**src/rtl/brkwake_pkg.sv**
```systemverilog
package brkwake_pkg;

  typedef enum logic [1:0] {
    ST_IDLE,
    ST_START,
    ST_DATA,
    ST_STOP
  } rxState_t;

  // strobes from control to datapath
  typedef struct packed {
    logic shiftBit;   // capture the current line value into the shifter
    logic loadFrame;  // good stop bit: move shifter to data register
    logic loadDummy;  // wake event: dummy byte into data register
  } dpStrobe_t;

endpackage

```
**src/rtl/brkwake_dp.sv**
```systemverilog
module brkwake_dp
  import brkwake_pkg::*;
#(
  parameter int DATA_BITS     = 8,
  parameter int CLKS_PER_TICK = 2
) (
  input  logic                 clk,
  input  logic                 rstN,
  input  logic                 rxIn,
  input  logic                 rdStrobe,
  input  dpStrobe_t            strobe,
  output logic                 rxBit,
  output logic                 rxFall,
  output logic                 tick,
  output logic                 irqFlag,
  output logic [DATA_BITS-1:0] dataReg
);

  logic rxMeta, rxSync, rxPrev;
  logic [DATA_BITS-1:0] shiftReg;

  // two-flop synchronizer plus one history stage for edge detection
  always_ff @(posedge clk or negedge rstN) begin
    if (!rstN) begin
      rxMeta <= 1'b1;
      rxSync <= 1'b1;
      rxPrev <= 1'b1;
    end else begin
      rxMeta <= rxIn;
      rxSync <= rxMeta;
      rxPrev <= rxSync;
    end
  end

  assign rxBit  = rxSync;
  assign rxFall = rxPrev & ~rxSync;

  // oversampling tick generator
  generate
    if (CLKS_PER_TICK == 1) begin : gTickEvery
      assign tick = 1'b1;
    end else begin : gTickDiv
      localparam int PW = $clog2(CLKS_PER_TICK);
      localparam logic [PW-1:0] PLAST = PW'(CLKS_PER_TICK - 1);
      logic [PW-1:0] preCnt;
      always_ff @(posedge clk or negedge rstN) begin
        if (!rstN)                preCnt <= '0;
        else if (preCnt == PLAST) preCnt <= '0;
        else                      preCnt <= preCnt + 1'b1;
      end
      assign tick = (preCnt == PLAST);
    end
  endgenerate

  // LSB arrives first, so shift in from the top
  always_ff @(posedge clk or negedge rstN) begin
    if (!rstN)               shiftReg <= '0;
    else if (strobe.shiftBit) shiftReg <= {rxSync, shiftReg[DATA_BITS-1:1]};
  end

  always_ff @(posedge clk or negedge rstN) begin
    if (!rstN) begin
      dataReg <= '0;
      irqFlag <= 1'b0;
    end else if (strobe.loadDummy) begin
      dataReg <= '0;
      irqFlag <= 1'b1;
    end else if (strobe.loadFrame) begin
      dataReg <= shiftReg;
      irqFlag <= 1'b1;
    end else if (rdStrobe) begin
      irqFlag <= 1'b0;
    end
  end

  // flag holds until software reads
  assert_irq_hold_R4: assert property (@(posedge clk) disable iff (!rstN)
    irqFlag && !rdStrobe |=> irqFlag);

  // a read with no new event clears the flag
  assert_irq_read_R4: assert property (@(posedge clk) disable iff (!rstN)
    rdStrobe && !strobe.loadFrame && !strobe.loadDummy |=> !irqFlag);

  // a wake event leaves the flag set and dummy data in the register
  assert_dummy_load_R3: assert property (@(posedge clk) disable iff (!rstN)
    strobe.loadDummy |=> irqFlag && (dataReg == '0));

endmodule

```
**src/rtl/brkwake_ctrl.sv**
```systemverilog
module brkwake_ctrl
  import brkwake_pkg::*;
#(
  parameter int DATA_BITS  = 8,
  parameter int OVERSAMPLE = 16
) (
  input  logic      clk,
  input  logic      rstN,
  input  logic      rxBit,
  input  logic      rxFall,
  input  logic      tick,
  input  logic      enWr,
  input  logic      enWrData,
  output dpStrobe_t strobe,
  output logic      wakeEn,
  output logic      armedReady,
  output logic      rxIdle
);

  localparam int SW = $clog2(OVERSAMPLE);
  localparam int BW = (DATA_BITS > 1) ? $clog2(DATA_BITS) : 1;
  localparam logic [SW-1:0] SUB_LAST = SW'(OVERSAMPLE - 1);
  localparam logic [SW-1:0] SUB_MID  = SW'(OVERSAMPLE / 2 - 1);
  localparam logic [BW-1:0] BIT_LAST = BW'(DATA_BITS - 1);

  rxState_t state, nextState;
  logic [SW-1:0] subTick, nextSub;
  logic [BW-1:0] bitIdx, nextIdx;
  logic seenHigh, woke, wakeEvent, armNext;

  // wake monitor
  assign wakeEvent  = wakeEn & seenHigh & ~woke & ~rxBit;
  assign armedReady = seenHigh;
  assign armNext    = wakeEn | (enWr & enWrData);

  always_ff @(posedge clk or negedge rstN) begin
    if (!rstN) begin
      wakeEn   <= 1'b0;
      seenHigh <= 1'b0;
      woke     <= 1'b0;
    end else if (enWr) begin
      wakeEn   <= enWrData;
      seenHigh <= 1'b0;
      woke     <= 1'b0;
    end else if (wakeEn) begin
      if (woke && rxBit) begin
        wakeEn   <= 1'b0;
        woke     <= 1'b0;
        seenHigh <= 1'b0;
      end else begin
        if (!seenHigh && rxBit) seenHigh <= 1'b1;
        if (wakeEvent)          woke     <= 1'b1;
      end
    end
  end

  // 8N1 framing
  always_comb begin
    nextState = state;
    nextSub   = subTick;
    nextIdx   = bitIdx;
    strobe    = '0;
    strobe.loadDummy = wakeEvent;
    unique case (state)
      ST_IDLE: begin
        if (rxFall) begin
          nextState = ST_START;
          nextSub   = '0;
        end
      end
      ST_START: begin
        if (tick) begin
          if (subTick == SUB_MID) begin
            nextSub   = '0;
            nextIdx   = '0;
            nextState = rxBit ? ST_IDLE : ST_DATA;
          end else begin
            nextSub = subTick + 1'b1;
          end
        end
      end
      ST_DATA: begin
        if (tick) begin
          if (subTick == SUB_LAST) begin
            strobe.shiftBit = 1'b1;
            nextSub = '0;
            if (bitIdx == BIT_LAST) nextState = ST_STOP;
            else                    nextIdx   = bitIdx + 1'b1;
          end else begin
            nextSub = subTick + 1'b1;
          end
        end
      end
      ST_STOP: begin
        if (tick) begin
          if (subTick == SUB_LAST) begin
            strobe.loadFrame = rxBit;
            nextState = ST_IDLE;
          end else begin
            nextSub = subTick + 1'b1;
          end
        end
      end
      default: nextState = ST_IDLE;
    endcase
    if (armNext) begin
      nextState        = ST_IDLE;
      strobe.shiftBit  = 1'b0;
      strobe.loadFrame = 1'b0;
    end
  end

  always_ff @(posedge clk or negedge rstN) begin
    if (!rstN) begin
      state   <= ST_IDLE;
      subTick <= '0;
      bitIdx  <= '0;
    end else begin
      state   <= nextState;
      subTick <= nextSub;
      bitIdx  <= nextIdx;
    end
  end

  assign rxIdle = (state == ST_IDLE);

  // armed receiver never leaves idle
  assert_armed_idle_R1: assert property (@(posedge clk) disable iff (!rstN)
    wakeEn |-> state == ST_IDLE);

  // no wake event before the line has been seen high
  assert_needs_high_R2: assert property (@(posedge clk) disable iff (!rstN)
    wakeEn && !seenHigh |-> !strobe.loadDummy);

  // rising line after a wake clears the enable
  assert_autoclear_R5: assert property (@(posedge clk) disable iff (!rstN)
    wakeEn && woke && rxBit && !enWr |=> !wakeEn);

endmodule

```
**src/rtl/brkwake_uart_rx.sv**
```systemverilog
module brkwake_uart_rx
  import brkwake_pkg::*;
#(
  parameter int DATA_BITS     = 8,
  parameter int OVERSAMPLE    = 16,
  parameter int CLKS_PER_TICK = 2
) (
  input  logic                 clk,
  input  logic                 rstN,
  input  logic                 rxIn,
  input  logic                 sleepIn,
  input  logic                 enWr,
  input  logic                 enWrData,
  input  logic                 rdStrobe,
  output logic                 wakeEn,
  output logic                 rxIdle,
  output logic                 rxIrq,
  output logic [DATA_BITS-1:0] rxData,
  output logic                 wakeReq
);

  dpStrobe_t strobe;
  logic rxBit, rxFall, tick, irqFlag, armedReady;

  brkwake_ctrl #(
    .DATA_BITS (DATA_BITS),
    .OVERSAMPLE(OVERSAMPLE)
  ) uCtrl (
    .clk       (clk),
    .rstN      (rstN),
    .rxBit     (rxBit),
    .rxFall    (rxFall),
    .tick      (tick),
    .enWr      (enWr),
    .enWrData  (enWrData),
    .strobe    (strobe),
    .wakeEn    (wakeEn),
    .armedReady(armedReady),
    .rxIdle    (rxIdle)
  );

  brkwake_dp #(
    .DATA_BITS    (DATA_BITS),
    .CLKS_PER_TICK(CLKS_PER_TICK)
  ) uDp (
    .clk     (clk),
    .rstN    (rstN),
    .rxIn    (rxIn),
    .rdStrobe(rdStrobe),
    .strobe  (strobe),
    .rxBit   (rxBit),
    .rxFall  (rxFall),
    .tick    (tick),
    .irqFlag (irqFlag),
    .dataReg (rxData)
  );

  // asleep: raw line drives the request with no clock in the path
  assign wakeReq = sleepIn & wakeEn & armedReady & ~rxIn;
  assign rxIrq   = irqFlag | wakeReq;

endmodule

```
**config.mk**
```make
export PLATFORM = sky130hd
export DESIGN_NAME = brkwake_uart_rx
export DESIGN_NICKNAME = d
export VERILOG_FILES = /design/src/rtl/brkwake_pkg.sv /design/src/rtl/brkwake_dp.sv /design/src/rtl/brkwake_ctrl.sv /design/src/rtl/brkwake_uart_rx.sv
export SDC_FILE = /design/constraint.sdc
export NUM_CORES = 1
export LEC_CHECK = 0
export ABC_CLOCK_PERIOD_IN_PS = 4050
export BUFFER_PORTS_ARGS = -buffer_cell sky130_fd_sc_hd__buf_2
export CORE_MARGIN = 2
export CORE_UTILIZATION = 40
export DETAILED_ROUTE_END_ITERATION = 7
export GPL_ROUTABILITY_DRIVEN = 0
export HOLD_SLACK_MARGIN = 0.02
export PLACE_DENSITY = 0.65
export SYNTH_ARGS = -nofsm -noshare
export SYNTH_HDL_FRONTEND = slang
export SYNTH_SLANG_ARGS = --single-unit
```
**constraint.sdc**
```tcl
create_clock -name clk -period 4.05 [get_ports clk]
set_input_delay 0.6075 -clock clk [delete_from_list [all_inputs] [get_ports clk]]
set_output_delay 0.6075 -clock clk [all_outputs]
set_load 0.05 [all_outputs]
```
Yosys cells after proc, flatten, opt, wreduce, memory -nomap -nowiden

Cells that the tools add are included.
W data, S select, Z words.

Add/sub/neg operators: 3
$mul: 0
Div/mod/pow operators: 0
Order comparisons: 0
Equality and inequality tests: 22
Shift operators: 0
Muxes and demuxes: 49
Bitwise operators: 13
Reductions and logical operators: 15

Operators with widths:

| kind                  | count |
|---|---|
| $mux W4               | 7 |
| $ne A3 B1 Y1 const B  | 8 |
| $mux W2               | 11 |
| $mux W1               | 21 |
| $mux W8               | 2 |
| $pmux W4 S4           | 1 |
| $mux W3               | 5 |
| $ne A2 B1 Y1 const B  | 6 |
| $reduce_bool A3 Y1    | 3 |
| $and A1 B1 Y1         | 8 |
| $pmux W2 S4           | 1 |
| $reduce_and A8 Y1     | 1 |
| $pmux W3 S2           | 1 |
| $reduce_and A6 Y1     | 1 |
| $reduce_bool A2 Y1    | 3 |
| $reduce_and A5 Y1     | 1 |
| $add A4 B1 Y4 const B | 1 |
| $eq A2 B2 Y1 const B  | 2 |
| $eq A4 B3 Y1 const B  | 1 |
| $eq A4 B4 Y1 const B  | 1 |
| $ne A2 B2 Y1 const B  | 2 |
| $reduce_and A2 Y1     | 2 |
| $add A3 B1 Y3 const B | 1 |
| $eq A3 B3 Y1 const B  | 1 |
| 7 further kinds       | 11 |

Bits in registers: 33
Bits in latches: 0
Memory bits (writable): 0
Memory bits (read-only): 0
Input bits: 7
Output and inout bits: 12
Logic and storage cells: 115
Memories: 0

Longest topological paths before layout

Gate-level depths: netlist (run 1).

Word-level depth: 7
Depth in mapped cells: 6
Gate-level depth less buffers: 6

Cells and area by module

A second synthesis (run 1) with hierarchy kept.

Cell total of the unflattened synthesis: 126
Area total of the unflattened synthesis: 1,557.7 sq um

By module, submodules not included:

| module          | instances | cells an instance | area an instance (sq um) | seq. area each (sq um) |
|---|---|---|---|---|
| brkwake_dp      | 1         | 53                | 809.5                    | 529.3 |
| brkwake_ctrl    | 1         | 71                | 732.0                    | 300.3 |
| brkwake_uart_rx | 1         | 2                 | 16.3                     | 0.0 |

Least setup slack after synthesis (run 1)

No wires, ideal clock.

Path kind: register to output
From: register uCtrl.wakeEn
To: output rxIrq
Arrival time: 2,504 ps
Data required time: 3,442 ps
Slack: 939 ps
Stages on the path, launching flop included: 5
Path buffers: 1
Cells stage by stage: dfrtp_1 > buf_6 > nand2_1 > nor3b_1 > or2_2

Cells in the longest elaborated chain, start to end: 4

Ends and longest elaborated chain:

| element                     | line                  | text |
|---|---|---|
| start: declaration          | brkwake_ctrl.sv:15    | `output logic wakeEn,` |
| start signal: assignment    | brkwake_ctrl.sv:42    | `wakeEn <= enWrData;` |
| $and A1 B1 Y1 (3 in series) | brkwake_uart_rx.sv:59 | `assign wakeReq = sleepIn & wakeEn & armedReady & ~rxIn;` |
| named net wakeReq           | brkwake_uart_rx.sv:19 | `output logic wakeReq` |
| $or A1 B1 Y1                | brkwake_uart_rx.sv:60 | `assign rxIrq = irqFlag \| wakeReq;` |
| end: declaration            | brkwake_uart_rx.sv:17 | `output logic rxIrq,` |

The timed path passes the listed nets, and every way through them passes these cells.

Final worst setup path (run 1)

From: register uCtrl.wakeEn
To: output rxIrq

Cells in the longest elaborated chain, start to end: 4

Ends and longest elaborated chain:

| element                     | line |
|---|---|
| $and A1 B1 Y1 (3 in series) | brkwake_uart_rx.sv:59 |
| $or A1 B1 Y1                | brkwake_uart_rx.sv:60 |

Every way passes these cells.

==> flow_metrics.env, run 1 <==
export IMPL_rsz0062_at_grt="no"
export IMPL_die_area_um2=4406
export IMPL_synth_top_area_share=0.4823
export IMPL_numCtsBuffers=5
export IMPL_yosys_area_top_type="dfrtp_1"
export IMPL_synthCells=145
export IMPL_drtAntennaViolNets=0
export IMPL_post_synth_and_or_nand_nor_area_fraction=0.1994
export IMPL_r2r_cells=4
export IMPL_cap_violations=0
export IMPL_core_um2=3689
export IMPL_path_cells="nand2_1 -> nor3b_1 -> or2_2 -> buf_2"
export IMPL_die_w_um=66.38
export IMPL_dp_worst_setup_slack_ps=1953
export IMPL_setup_viol=0
export IMPL_crit_path_end_kind="primary output"
export IMPL_num_io_pins=19
export IMPL_final_nets=173
export IMPL_antenna_cells=0
export IMPL_grt_max_degree=34
export IMPL_synth_seq_area_share=0.5330
export IMPL_dp_hpwl_um=2128
export IMPL_power_leakage_uw=0.0008171
export IMPL_wl_um=3038
export IMPL_routed_via_count=1136
export IMPL_synth_seq_cells=33
export IMPL_dpl_instance_area_um2=1669
export IMPL_viasPerCell=5.358
export IMPL_worst_ep_required_time_ps=3440
export IMPL_start_kind="register"
export IMPL_firstDrtPassIters=4
export IMPL_numPortBuffers=18
export IMPL_design_area_um2=1777
export IMPL_grt_total_usage=0.1700
export IMPL_grt_overflow=0
export IMPL_grt_pass1_wl_um=5388
export IMPL_synth_adder_area_share=0.02412
export IMPL_ir_drop_mv=0.1977
export IMPL_antenna_found_initial=0
export IMPL_path_depth=4
export IMPL_grt_pass1_vias=1121
export IMPL_layout_setup_ws_ps=1984
export IMPL_post_cts_setup_buffers=0
export IMPL_nFillCells=363
export IMPL_path_clk_slew_ps=70
export IMPL_postCtsHoldBufs=0
export IMPL_synth_fp_nets=155
export IMPL_drtIter0Drc=67
export IMPL_die_y_um=66.38
export IMPL_critPathMaxStageDelay_ps=480
export IMPL_crit_arrival_ps=1460
export IMPL_syn_area_per_cell_um2=10.73
export IMPL_tightest_slew_ps=724.3
export IMPL_synth_cell_types=36
export IMPL_initial_core_util=0.4220
export IMPL_max_freq_mhz=484.1
export IMPL_syn_to_final_growth_pct=14.15
export IMPL_cp_buffers_inverters=1
export IMPL_yosys_warnings=0
export IMPL_synth_top_family_by_area="simple AND/OR/NAND/NOR gates"
export IMPL_cp_max_fo=9
export IMPL_hp_class="in -> async"
export IMPL_ctsRootBufferMaster="clkbuf_8"
export IMPL_htreeDepth=2
export IMPL_drc=0
export IMPL_rows=22
export IMPL_ctsLongestPathBuffers=2
export IMPL_crit_slowest_cell="dfrtp_1"
export IMPL_cts_sinks=33
export IMPL_avgRoutedWirePerCell_um=14.33
export IMPL_cts_resized=0
export IMPL_layout_min_cycle_time_ps=2066
export IMPL_worstSetupPathType="reg -> out"
export IMPL_status="completed"
export IMPL_path_delay_family="flip-flops"
export IMPL_yosys_top_cells_area="dfrtp_1 (48%), nand2_1 (7.0%), mux2_2 (6.5%)"
export IMPL_skew_ps=7.078
export IMPL_hold_viol=0
export IMPL_synth_compound_area_share=0.1174
export IMPL_clock_latency_ps=290
export IMPL_yosys_area_share_xor_xnor=0.005627
export IMPL_netlist_area_um2=1556
export IMPL_finalMaxSlewViolations=0
export IMPL_power_density_nw_per_um2=430.0
export IMPL_cts_tree="built"
export IMPL_finalSetupTns_ps=0
export IMPL_muxShareOfSynthArea=0.08441
export IMPL_drive_above_1_share=0.2805
export IMPL_slew_headroom=0.5135
export IMPL_period_share=0.5100
==> flip-flops by register name, indices dropped and copies added, names as in the netlist, 2 cells and up <==
signal         count
uDp.dataReg        8
uDp.shiftReg       8
uCtrl.state        2
uCtrl.bitIdx       3
uCtrl.subTick      4
==> cells in the final DEF, fill, tap and decap left out, types with 3 or more instances in the layout <==
| cell type | n |
|---|---|
| inv_1 | 5 |
| a21o_1 | 3 |
| dfrtp_1 | 30 |
| ha_1 | 3 |
| nand3_1 | 4 |
| buf_2 | 18 |
| mux2_2 | 9 |
| mux2i_1 | 3 |
| nor2_1 | 6 |
| nand2_1 | 29 |
| clkbuf_8 | 5 |
| nand3b_1 | 3 |
| o21ai_0 | 11 |
| dfstp_2 | 3 |
| a21oi_1 | 7 |
==> per-stage QoR <==
step	total power, µW	hold slack, ps	std cells	util
global route	803.6	365.9	212	0.4817
CTS	774.6	358.3	212	0.4817
detailed placement	468.3	348.4	204	0.4525
global placement	463.9	345.6	204	0.4525
floorplan	440.3	311.9	145	-
finish	763.9	357.0	212	0.4817
==> cell usage after synthesis <==
master / instances
dfrtp_1: 30
nand2_1: 29
nand4_1: 1
xnor2_1: 1
inv_1: 5
nor4_2: 1
mux2i_1: 3
clkbuf_1: 3
o221a_2: 2
buf_6: 1
ha_1: 3
a21o_1: 3
mux2_2: 9
o41ai_1: 1
nand2b_1: 1
nor4_4: 2
nand2_4: 1
nand3_1: 4
a311oi_1: 1
or4_1: 1
or2_2: 1
a211oi_1: 1
nor4_1: 1
o21a_1: 1
o22ai_1: 1
nor2_1: 6
nor4b_2: 1
nor3b_1: 1
nand3b_1: 3
buf_2: 3
a21oi_1: 7
a221oi_1: 1
o21ai_0: 11
dfstp_2: 3
and2_4: 1
or3_1: 1
==> report_power, final <==
| group | switching [µW] | internal (µW) | leakage (µW) | total, µW |
|---|---|---|---|---|
| registers | 18.8 | 347 | 0.000437 | 366 |
| clock network | 121 | 182 | 0.0000552 | 303 |
| logic | 68.7 | 26.5 | 0.000325 | 95.2 |
==> cells by family (layout without fill, tap and decap cells) <==
family | count (synthesis) | count (layout)
AND/OR/NAND/NOR | 55 | 55
AO/OA/AOI/OAI | 29 | 29
multiplexers | 12 | 12
adder cells (fa/ha/maj) | 3 | 3
XOR/XNOR | 1 | 1
flip-flops | 33 | 33
buffers and inverters | 12 | 31
==> worst paths after layout <==
check / start / end / slack, ps
worst min-delay path: rstN / uCtrl.state[1] / 360
worst min register to register: uDp.rxMeta / uDp.rxBit / 360
worst max register to register: uCtrl.subTick[0] / uDp.dataReg[3] / 2050
worst max-delay path: uCtrl.wakeEn / rxIrq / 1980
max in group asynchronous: rstN / uCtrl.subTick[0] / 3220
min in group clk: uDp.rxMeta / uDp.rxBit / 360
==> metal layers <==
| metal | vias to the layer above | routed length (µm) | part of all wire | global-route usage |
|---|---|---|---|---|
| li1 | 542 | - | - | - |
| met1 | 568 | 1385 | 0.46 | 0.2022 |
| met2 | 21 | 1473 | 0.48 | 0.2688 |
| met3 | 5 | 115 | 0.038 | 0.06474 |
| met4 | 0 | 63 | 0.021 | 0.08163 |
| met5 | - | 0 | 0 | 0 |
==> final cells by class <==
| class | instances | area [µm²] | area share |
|---|---|---|---|
| Clock buffer | 6 | 72.57 | 0.04085 |
| Sequential cell | 33 | 829.5 | 0.4669 |
| Inverter | 5 | 18.77 | 0.01056 |
| Timing Repair Buffer | 18 | 90.09 | 0.05070 |
| Clock inverter | 2 | 35.03 | 0.01972 |
| Tap cell | 48 | 60.06 | 0.03380 |
| Multi-Input combinational cell | 100 | 670.6 | 0.3775 |
No activity file was read; power rests on OpenSTA's default activity.
==> run 2, diff against run 1 <==
--- a/config.mk
+++ b/config.mk
@@ -5,14 +5,14 @@
 export SDC_FILE = /design/constraint.sdc
 export NUM_CORES = 1
 export LEC_CHECK = 0
-export ABC_CLOCK_PERIOD_IN_PS = 4050
+export ABC_CLOCK_PERIOD_IN_PS = 1800
 export BUFFER_PORTS_ARGS = -buffer_cell sky130_fd_sc_hd__buf_2
 export CORE_MARGIN = 2
 export CORE_UTILIZATION = 40
 export DETAILED_ROUTE_END_ITERATION = 7
 export GPL_ROUTABILITY_DRIVEN = 0
 export HOLD_SLACK_MARGIN = 0.02
-export PLACE_DENSITY = 0.65
+export PLACE_DENSITY = 0.68
 export SYNTH_ARGS = -nofsm -noshare
 export SYNTH_HDL_FRONTEND = slang
 export SYNTH_SLANG_ARGS = --single-unit
==> constraint.sdc (replaced) <==
create_clock -name clk -period 1.8 [get_ports clk]
set_input_delay 0.27 -clock clk [delete_from_list [all_inputs] [get_ports clk]]
set_output_delay 0.27 -clock clk [all_outputs]
set_load 0.05 [all_outputs]
==> run 2 against run 1 <==
Clock-buffer cell count did not move; cell count rose by 3.8%; combinational power rose to 2.6 times the previous value; register-to-register slack got worse by 2000 ps; design area rose by 7.7%; first-iteration DRC count fell by 9.0%; highest routed layer unchanged; setup slack got worse by 1900 ps; hold slack got worse by 330 ps; sequential share of layout area fell by 3.3 points.
==> flow_metrics.env, run 2 (synthesis results as in run 1) <==
export IMPL_status="completed"
export IMPL_skew_ps=4.398
export IMPL_drive_above_1_share=0.3605
export IMPL_power_density_nw_per_um2=940.5
export IMPL_holdWs_ps=31.63
export IMPL_p_total_uw=1800
export IMPL_core_um2=3689
export IMPL_dp_worst_setup_slack_ps=53.99
export IMPL_final_core_util=0.5190
export IMPL_cts_sinks=33
export IMPL_crit_arrival_ps=1900
export IMPL_critPathMaxStageDelay_ps=400
export IMPL_ir_drop_mv=0.5530
export IMPL_reg_top3="uDp.dataReg: 8 flops, uDp.shiftReg: 8 flops, uCtrl.subTick: 4 flops"
export IMPL_crit_path_end_kind="register"
export IMPL_postCtsHoldBufs=0
export IMPL_r2r_slack_ps=80
export IMPL_setup_viol=0
export IMPL_final_nets=181
export IMPL_grt_pass1_vias=1158
export IMPL_hp_class="in -> async"
export IMPL_worst_ep_required_time_ps=1980
export IMPL_ctsRootBufferMaster="clkbuf_8"
export IMPL_r2r_cells=6
export IMPL_die_w_um=66.38
export IMPL_dp_cells=211
export IMPL_cts_tree="built"
export IMPL_numPortBuffers=18
export IMPL_finalNonFillerCells=220
export IMPL_rsz0062_at_grt="yes"
export IMPL_path_clk_slew_ps=70
export IMPL_hold_viol=0
export IMPL_htreeDepth=2
export IMPL_slew_headroom=0.5221
export IMPL_tightest_slew_ps=716.9
export IMPL_final_cell_mix="dfrtp_1 (29), nand2_1 (28), buf_2 (18)"
export IMPL_layout_setup_ws_ps=79.27
export IMPL_antenna_found_initial=0
export IMPL_numCtsBuffers=5
export IMPL_reg2reg_to="uDp.shiftReg[4]"
export IMPL_final_common_cell="dfrtp_1"
export IMPL_wl_um=3005
export IMPL_layout_min_cycle_time_ps=1721
export IMPL_die_y_um=66.38
export IMPL_firstDrtPassIters=4
export IMPL_drc=0
export IMPL_start_kind="register"
export IMPL_crit_slowest_cell="dfrtp_1"
export IMPL_grt_total_usage=0.1593
export IMPL_cap_violations=0
export IMPL_r2r_start="uCtrl.subTick[0]"
export IMPL_max_freq_mhz=581.1
export IMPL_finalMaxSlewViolations=0
export IMPL_avgRoutedWirePerCell_um=13.66
export IMPL_power_leakage_uw=0.0008864
export IMPL_worstSetupPathType="reg -> reg"
export IMPL_drtAntennaViolNets=0
export IMPL_grt_max_degree=34
export IMPL_period_share=0.9560
export IMPL_viasPerCell=5.264
export IMPL_worstSetupStartpoint="uCtrl.subTick[0]"
export IMPL_combinationalPowerShare=0.139
export IMPL_drtIter0Drc=61
export IMPL_p_int_uw=1310
export IMPL_path_cells="ha_2 -> and2_4 -> nand2_4 -> nor4_4 -> buf_6 -> mux2_2"
export IMPL_grt_overflow=0
export IMPL_routed_via_count=1158
export IMPL_syn_to_final_growth_pct=22.99
export IMPL_p_switching_uw=490.8
export IMPL_seq_power_share=0.454
export IMPL_initial_core_util=0.4220
export IMPL_cp_max_fo=8
export IMPL_rows=22
export IMPL_num_io_pins=19
export IMPL_clock_power_share=0.407
export IMPL_die_area_um2=4406
export IMPL_endpoint="uDp.shiftReg[4]"
export IMPL_swShare=0.2726
export IMPL_grt_pass1_wl_um=5168
export IMPL_antenna_cells=0
export IMPL_clock_latency_ps=290
export IMPL_ctsLongestPathBuffers=2
export IMPL_dp_hpwl_um=2102
export IMPL_nFillCells=338
[run 2: worst max-delay path, delay by kind of cell (launching register included)]
kind,cells,cell delay [ps]
adders and majority gates,1,200
buffers and inverters,1,170
muxes,1,340
and+or+nand+nor,3,510
DFF,1,400
[run 2: power groups by stage]
stage / logic [µW] / clock network [µW] / registers (µW)
2_1_floorplan: 115 / 0 / 882
3_3_place_gp: 232 / 0 / 826
3_5_place_dp: 237 / 0 / 829
4_1_cts: 238 / 753 / 816
5_1_grt: 275 / 778 / 823
6_report: 250 / 733 / 818
[run 2: repair_timing]
item,CTS,global route
gates resized for setup,0,6
endpoints found under the setup margin,0,14
buffers inserted,0,1
[run 2: layout make-up]
type | instances | area [µm²] | area share
Multi-Input combinational cell | 100 | 718.2 | 0.3752
Clock inverter | 2 | 37.54 | 0.01961
Tap cell | 48 | 60.06 | 0.03137
Timing Repair Buffer | 26 | 166.4 | 0.08693
Inverter | 5 | 18.77 | 0.009804
Sequential cell | 33 | 830.8 | 0.4340
Clock buffer | 6 | 82.58 | 0.04314
[run 2: worst min-delay path by stage]
| stage | from | to |
|---|---|---|
| after detailed placement | uDp.rxMeta | uDp.rxBit |
| after global placement | uDp.rxMeta | uDp.rxBit |
| final | rstN | uCtrl.armedReady |
| after CTS | rstN | uCtrl.subTick[2] |
| after global routing | rxIn | uDp.rxMeta |
| after floorplan | rstN | uCtrl.armedReady |
[run 2: stage by stage]
stage | TNS (ps) | instance area (µm²)
after floorplan | -39.30 | 1582
after global placement | 0 | 1759
after detailed placement | 0 | 1759
after CTS | 0 | 1879
after global routing | -5.818 | 1914
final | 0 | 1914
[run 2: metal layers]
layer  share of wire  vias up  track usage
met5               0        -            0
met4           0.015        0      0.06633
met3           0.036        5      0.06303
met2            0.52       15       0.2600
met1            0.43      579       0.1852
li1                -      559            -
